**src/rtl/irqc_pkg.sv**
```systemverilog
package irqc_pkg;
   localparam int WORD_W = 32;
   localparam int ADDR_W = 3;

   typedef enum logic [ADDR_W-1:0] {
      RG_STATUS = 3'd0,
      RG_PEND   = 3'd1,
      RG_ENABLE = 3'd2,
      RG_ACK    = 3'd3,
      RG_SETEN  = 3'd4,
      RG_CLREN  = 3'd5,
      RG_VECTOR = 3'd6,
      RG_MASTER = 3'd7
   } reg_idx_e;
endpackage

```
**src/rtl/irqc_capture.sv**
```systemverilog
module irqc_capture #(
   parameter int              NUM_SRC   = 8,
   parameter logic [NUM_SRC-1:0] EDGE_MASK = '0
) (
   input  logic               clk,
   input  logic               rst_n,
   input  logic [NUM_SRC-1:0] src,
   input  logic               latch_en,
   input  logic [NUM_SRC-1:0] ack,
   output logic [NUM_SRC-1:0] status
);
   logic [NUM_SRC-1:0] set_v;

   for (genvar i = 0; i < NUM_SRC; i++) begin : g_bit
      logic hit;
      logic stat_q;
      if (EDGE_MASK[i]) begin : g_edge
         logic prev_q;
         always_ff @(posedge clk) begin
            if (!rst_n) prev_q <= 1'b0;
            else        prev_q <= src[i];
         end
         assign hit = src[i] & ~prev_q;
      end else begin : g_level
         assign hit = src[i];
      end
      assign set_v[i] = hit & latch_en;
      always_ff @(posedge clk) begin
         if (!rst_n) stat_q <= 1'b0;
         else        stat_q <= set_v[i] | (stat_q & ~ack[i]);
      end
      assign status[i] = stat_q;
   end


   ack_clears_chk: assert property (@(posedge clk) disable iff (!rst_n)
      1'b1 |=> (($past(ack) & ~$past(set_v) & status) == '0));

   status_holds_chk: assert property (@(posedge clk) disable iff (!rst_n)
      1'b1 |=> (($past(status) & ~$past(ack) & ~status) == '0));

   latch_off_chk: assert property (@(posedge clk) disable iff (!rst_n)
      !latch_en |=> ((status & ~$past(status)) == '0));
endmodule

```
**src/rtl/irqc_prio.sv**
```systemverilog
module irqc_prio #(
   parameter int NUM_SRC = 8,
   localparam int IDX_W  = (NUM_SRC > 1) ? $clog2(NUM_SRC) : 1
) (
   input  logic               clk,
   input  logic               rst_n,
   input  logic [NUM_SRC-1:0] req,
   output logic               any,
   output logic [IDX_W-1:0]   idx
);
   always_comb begin
      idx = '0;
      for (int i = NUM_SRC - 1; i >= 0; i--) begin
         if (req[i]) idx = IDX_W'(i);
      end
   end
   assign any = |req;

   logic [NUM_SRC-1:0] below;
   assign below = NUM_SRC'((64'd1 << idx) - 64'd1);


   winner_set_chk: assert property (@(posedge clk) disable iff (!rst_n)
      any |-> req[idx]);

   winner_lowest_chk: assert property (@(posedge clk) disable iff (!rst_n)
      any |-> ((req & below) == '0));
endmodule

```
**src/rtl/irqc_regfile.sv**
```systemverilog
module irqc_regfile
   import irqc_pkg::*;
#(
   parameter int NUM_SRC = 8,
   localparam int IDX_W  = (NUM_SRC > 1) ? $clog2(NUM_SRC) : 1
) (
   input  logic               clk,
   input  logic               rst_n,
   input  logic               wr,
   input  logic [ADDR_W-1:0]  addr,
   input  logic [WORD_W-1:0]  wdata,
   input  logic [NUM_SRC-1:0] status,
   input  logic [NUM_SRC-1:0] pend,
   input  logic               vec_any,
   input  logic [IDX_W-1:0]   vec_idx,
   output logic [NUM_SRC-1:0] enable,
   output logic [1:0]         master,
   output logic [NUM_SRC-1:0] ack,
   output logic [WORD_W-1:0]  rdata
);
   logic [NUM_SRC-1:0] en_q;
   logic [1:0]         me_q;
   logic [NUM_SRC-1:0] wmask;
   logic               unused_wbits;

   assign wmask        = wdata[NUM_SRC-1:0];
   assign unused_wbits = ^wdata;

   always_ff @(posedge clk) begin
      if (!rst_n) begin
         en_q <= '0;
         me_q <= 2'b00;
      end else if (wr) begin
         case (addr)
            RG_ENABLE: en_q <= wmask;
            RG_SETEN:  en_q <= en_q | wmask;
            RG_CLREN:  en_q <= en_q & ~wmask;
            RG_MASTER: me_q <= wdata[1:0];
            default:   ;
         endcase
      end
   end

   assign ack    = (wr && addr == RG_ACK) ? wmask : '0;
   assign enable = en_q;
   assign master = me_q;

   always_comb begin
      rdata = '0;
      case (addr)
         RG_STATUS: rdata[NUM_SRC-1:0] = status;
         RG_PEND:   rdata[NUM_SRC-1:0] = pend;
         RG_ENABLE: rdata[NUM_SRC-1:0] = en_q;
         RG_VECTOR: rdata = vec_any ? WORD_W'(vec_idx) : '1;
         RG_MASTER: rdata[1:0] = me_q;
         default:   rdata = '0;
      endcase
   end


   set_enable_chk: assert property (@(posedge clk) disable iff (!rst_n)
      (wr && addr == RG_SETEN) |=> ((enable & $past(wmask)) == $past(wmask)));

   clr_enable_chk: assert property (@(posedge clk) disable iff (!rst_n)
      (wr && addr == RG_CLREN) |=> ((enable & $past(wmask)) == '0));

   set_keeps_chk: assert property (@(posedge clk) disable iff (!rst_n)
      (wr && addr == RG_SETEN) |=> (($past(enable) & ~enable) == '0));
endmodule

```
**src/rtl/irq_vector_ctrl.sv**
```systemverilog
module irq_vector_ctrl
   import irqc_pkg::*;
#(
   parameter int                 NUM_SRC   = 8,
   parameter logic [NUM_SRC-1:0] EDGE_MASK = '0
) (
   input  logic               clk,
   input  logic               rst_n,
   input  logic [NUM_SRC-1:0] irq_src,
   input  logic               bus_wr,
   input  logic [2:0]         bus_addr,
   input  logic [31:0]        bus_wdata,
   output logic [31:0]        bus_rdata,
   output logic               irq_o
);
   localparam int IDX_W = (NUM_SRC > 1) ? $clog2(NUM_SRC) : 1;

   if (NUM_SRC < 1 || NUM_SRC > WORD_W) begin : g_bad_num
      $error("NUM_SRC must lie in 1..32");
   end

   logic [NUM_SRC-1:0] status, enable, pend, ack;
   logic [1:0]         master;
   logic               vec_any;
   logic [IDX_W-1:0]   vec_idx;
   logic               irq_q;

   irqc_capture #(.NUM_SRC(NUM_SRC), .EDGE_MASK(EDGE_MASK)) u_cap (
      .clk(clk), .rst_n(rst_n), .src(irq_src), .latch_en(master[1]),
      .ack(ack), .status(status));

   assign pend = status & enable;

   irqc_prio #(.NUM_SRC(NUM_SRC)) u_prio (
      .clk(clk), .rst_n(rst_n), .req(pend), .any(vec_any), .idx(vec_idx));

   irqc_regfile #(.NUM_SRC(NUM_SRC)) u_regs (
      .clk(clk), .rst_n(rst_n), .wr(bus_wr), .addr(bus_addr),
      .wdata(bus_wdata), .status(status), .pend(pend), .vec_any(vec_any),
      .vec_idx(vec_idx), .enable(enable), .master(master), .ack(ack),
      .rdata(bus_rdata));

   always_ff @(posedge clk) begin
      if (!rst_n) irq_q <= 1'b0;
      else        irq_q <= vec_any & master[0];
   end
   assign irq_o = irq_q;


   irq_gate_chk: assert property (@(posedge clk) disable iff (!rst_n)
      !master[0] |=> !irq_o);

   irq_cause_chk: assert property (@(posedge clk) disable iff (!rst_n)
      $rose(irq_o) |-> $past(pend != '0));

   irq_follow_chk: assert property (@(posedge clk) disable iff (!rst_n)
      (master[0] && pend != '0) |=> irq_o);
endmodule

```
**config.mk**
```make
export PLATFORM = sky130hd
export DESIGN_NAME = irq_vector_ctrl
export DESIGN_NICKNAME = d
export VERILOG_FILES = /design/src/rtl/irqc_pkg.sv /design/src/rtl/irqc_capture.sv /design/src/rtl/irqc_prio.sv /design/src/rtl/irqc_regfile.sv /design/src/rtl/irq_vector_ctrl.sv
export SDC_FILE = /design/constraint.sdc
export NUM_CORES = 1
export LEC_CHECK = 0
export BUFFER_PORTS_ARGS = -buffer_cell sky130_fd_sc_hd__buf_2
export CAP_MARGIN = 30
export CORE_MARGIN = 3
export CORE_UTILIZATION = 44
export DETAILED_ROUTE_END_ITERATION = 10
export PLACE_DENSITY = 0.81
export SYNTH_ARGS = -nofsm -noshare
export SYNTH_HDL_FRONTEND = slang
export SYNTH_SLANG_ARGS = --single-unit
```
**constraint.sdc**
```tcl
create_clock -name clk -period 2.5 [get_ports clk]
set_clock_uncertainty 0.2 [all_clocks]
set_input_delay 0.25 -clock clk [delete_from_list [all_inputs] [get_ports clk]]
set_output_delay 0.25 -clock clk [all_outputs]
set_load 0.05 [all_outputs]
```
==> results.yml <==
status:
  outcome: "finished clean"
floorplan:
  core_area_um2: 2850
  ios: 79
  die_y_um: 61.4
  die_w_um: 61.4
  initial_core_util_pct: 47.4
  num_rows: 19
  dieArea_um2: 3780
global_routing:
  grt.total_usage_pct: 18.7
  antenna_found_initial: 0
  grt_max_degree: 28
  grt_pass1_wl_um: 5260
  first_global_vias: 1182
  overflow: 0
clock_tree:
  clk_root_buffer_cell: "clkbuf_4"
  cts_tree: "done"
  path_clk_slew_ns: 0.11
  h-tree-depth: 1
  cts_made_buffers: 3
  post-cts-setup-buffers: 0
  clk_latency_ns: 0.30
  max-clock-path-buffers: 2
  clock_sinks: 19
final_layout:
  fin_nets: 262
  mostFrequentLayoutCell: "buf_2"
  antenna_cells: 0
  drive_gt1_share_pct: 34.9
  final_cell_mix: "buf_2, nand2_1, dfxtp_1"
  synthToLayoutAreaGrowth_pct: 16.1
worst_setup_path:
  start_kind: "flip-flop"
  path_class: "reg2out"
  critical_path_peak_fanout: 6
  cp.required_ns: 2.05
  end_kind: "output port"
  arrival_ns: 1.91
placement:
  io_buffers: 54
  place_ws_ns: 0.347
  dp_hpwl_um: 2400
  place.gp.congestion: 0.896
timing:
  finalHoldViolCount: 0
  slew_violations: 0
  tightest_slew_ns: 0.425
  timing.fmax_ghz: 0.423
  setup_viol: 0
  timing.final.ws_setup_ns: 0.135
  slew_headroom_pct: 71.7
  rsz0062_at_grt: "no"
  fin_crit_sh_pct: 94.6
  fin_crit_ns: 2.36
  tns_ns: 0
pwr:
  clockPowerShare_pct: 23.2
  intPower_w: 0.000434
  switching_share_pct: 37.6
  p_per_area_nw_per_um2: 442
  p_leak_nw: 0.692
  p_comb_share_pct: 30.8
  p_sw_w: 0.000261
  power_frac_seq_pct: 45.9
  ir_drop_uv: 463
job:
  drv_cap: 0
route:
  antenna_left: 0
  viasPerCell: 5.59
  wl_um: 3380
  route.vias.total: 1374
  wire_per_inst_um: 13.7
  drc_errors: 0
  drtIter0Drc: 51
  firstDrtPassIters: 5
hold_path:
  holdCritPathClass: "in2reg"
yosys:
  synth_top_area_cell: "dfxtp_1"
  synthArstFlopShare_pct: 0
  synth_area_leaders: "dfxtp_1, buf_4, nand2_1, o22ai_2, a21oi_1"
  yosys_warnings: 0
  syn_area_per_cell_um2: 7.51
  synth_flop_cell: "dfxtp_1"
  yosysSeqAreaShare_pct: 28.1
  ys_seq_elements: 19
  netlist_area_um2: 1350
  synth.top_cell.area_share_pct: 28.1
  synth_cell_types: 29
  synthesis.instances: 180
  synth_edf_count: 0
  synth_nets: 226
-- layout make-up --
| class | count | area (µm²) |
|---|---|---|
| well taps | 31 | 38.8 |
| fillers | 274 | 1280 |
| multi-input cells | 119 | 719 |
| flip-flops and latches | 19 | 380 |
| clock inverters | 1 | 5.00 |
| inverters | 10 | 41.3 |
| clock buffers | 3 | 22.5 |
| repair inverters | 1 | 7.51 |
| repair buffers | 62 | 355 |
-- critical path, stage by stage, from the launching register on --
cell	delay (ns)
dfxtp_1	0.35
a22oi_1	0.24
nand2_1	0.10
nor3_2	0.20
nand2_2	0.15
buf_4	0.18
o21ai_0	0.09
buf_2	0.30
-- synthesized netlist by cell type (2+ instances only) --
library cell  count
clkbuf_1          6
o21a_1            8
a21boi_0          2
o22ai_2           8
nor2_1            2
nand2_1          34
nor2b_1           8
o21ai_0          14
dfxtp_1          19
nand2b_1          2
nand3_1           3
a21oi_1          17
a22oi_1           9
inv_1            10
buf_4            23
buf_6             2
-- flip-flops by register name (all words and copies together) (netlist names) --
register and cells:
irq_o 1, u_regs.master 2, u_regs.enable 8, u_cap.g_bit.stat_q 8
-- layer usage --
layer / vias to the layer above / wire length [µm] / GRT usage [%]
li1: 672 / - / -
met1: 614 / 1430 / 24.6
met2: 80 / 1530 / 29.6
met3: 8 / 366 / 4.82
met4: 0 / 51 / 6.36
met5: - / 0 / 0
-- power groups by stage --
| stage | sequential [W] | clock (W) | combinational, W |
|---|---|---|---|
| final | 0.000319 | 0.000161 | 0.000214 |
| after CTS | 0.000319 | 0.000164 | 0.000210 |
| after global placement | 0.000326 | 0 | 0.000201 |
| after floorplan | 0.000323 | 0 | 0.000172 |
| after detailed placement | 0.000326 | 0 | 0.000204 |
| after global routing | 0.000321 | 0.000178 | 0.000229 |
-- path summary, 6_finish.rpt --
path                            slack [ns]                     to                   from  depth (start not counted)
worst max-delay path                  0.14           bus_rdata[5]  u_cap.g_bit[4].stat_q                          7
worst min-delay path                 0.006  u_cap.g_bit[5].stat_q             irq_src[5]                          3
worst max register to register        1.20                  irq_o  u_cap.g_bit[4].stat_q                          4
worst min register to register        0.28                  irq_o       u_regs.master[0]                          2
-- cells by family (layout without fill, tap and decap cells) --
kind of cell    after synthesis  after routing  share of synthesized area [%]
flops                        19             19                           28.1
simple gates                 54             54                           18.6
compound gates               65             65                           34.0
buf+inv                      42             77                           19.2
-- metrics by stage --
step	cell area, µm²	total power (W)	utilization, %	hold slack [ns]	instances
global placement	1460	0.000527	51.2	0.257	236
CTS	1540	0.000693	54.1	0.00255	245
global route	1570	0.000728	55.0	0.0112	246
detailed placement	1460	0.000530	51.2	0.259	236
finish	1570	0.000694	55.0	0.00568	246
floorplan	1350	0.000495	-	0.206	180
-- timing repair --
item                                    in CTS  in global routing
pin swaps                                    0                  0
endpoints found under the hold margin        5                  0
endpoints found under the setup margin      24                 30
gates cloned                                 0                  1
gates resized for setup                      1                  8
hold buffers                                 5                  0
Power figures use the tool's default switching activity.
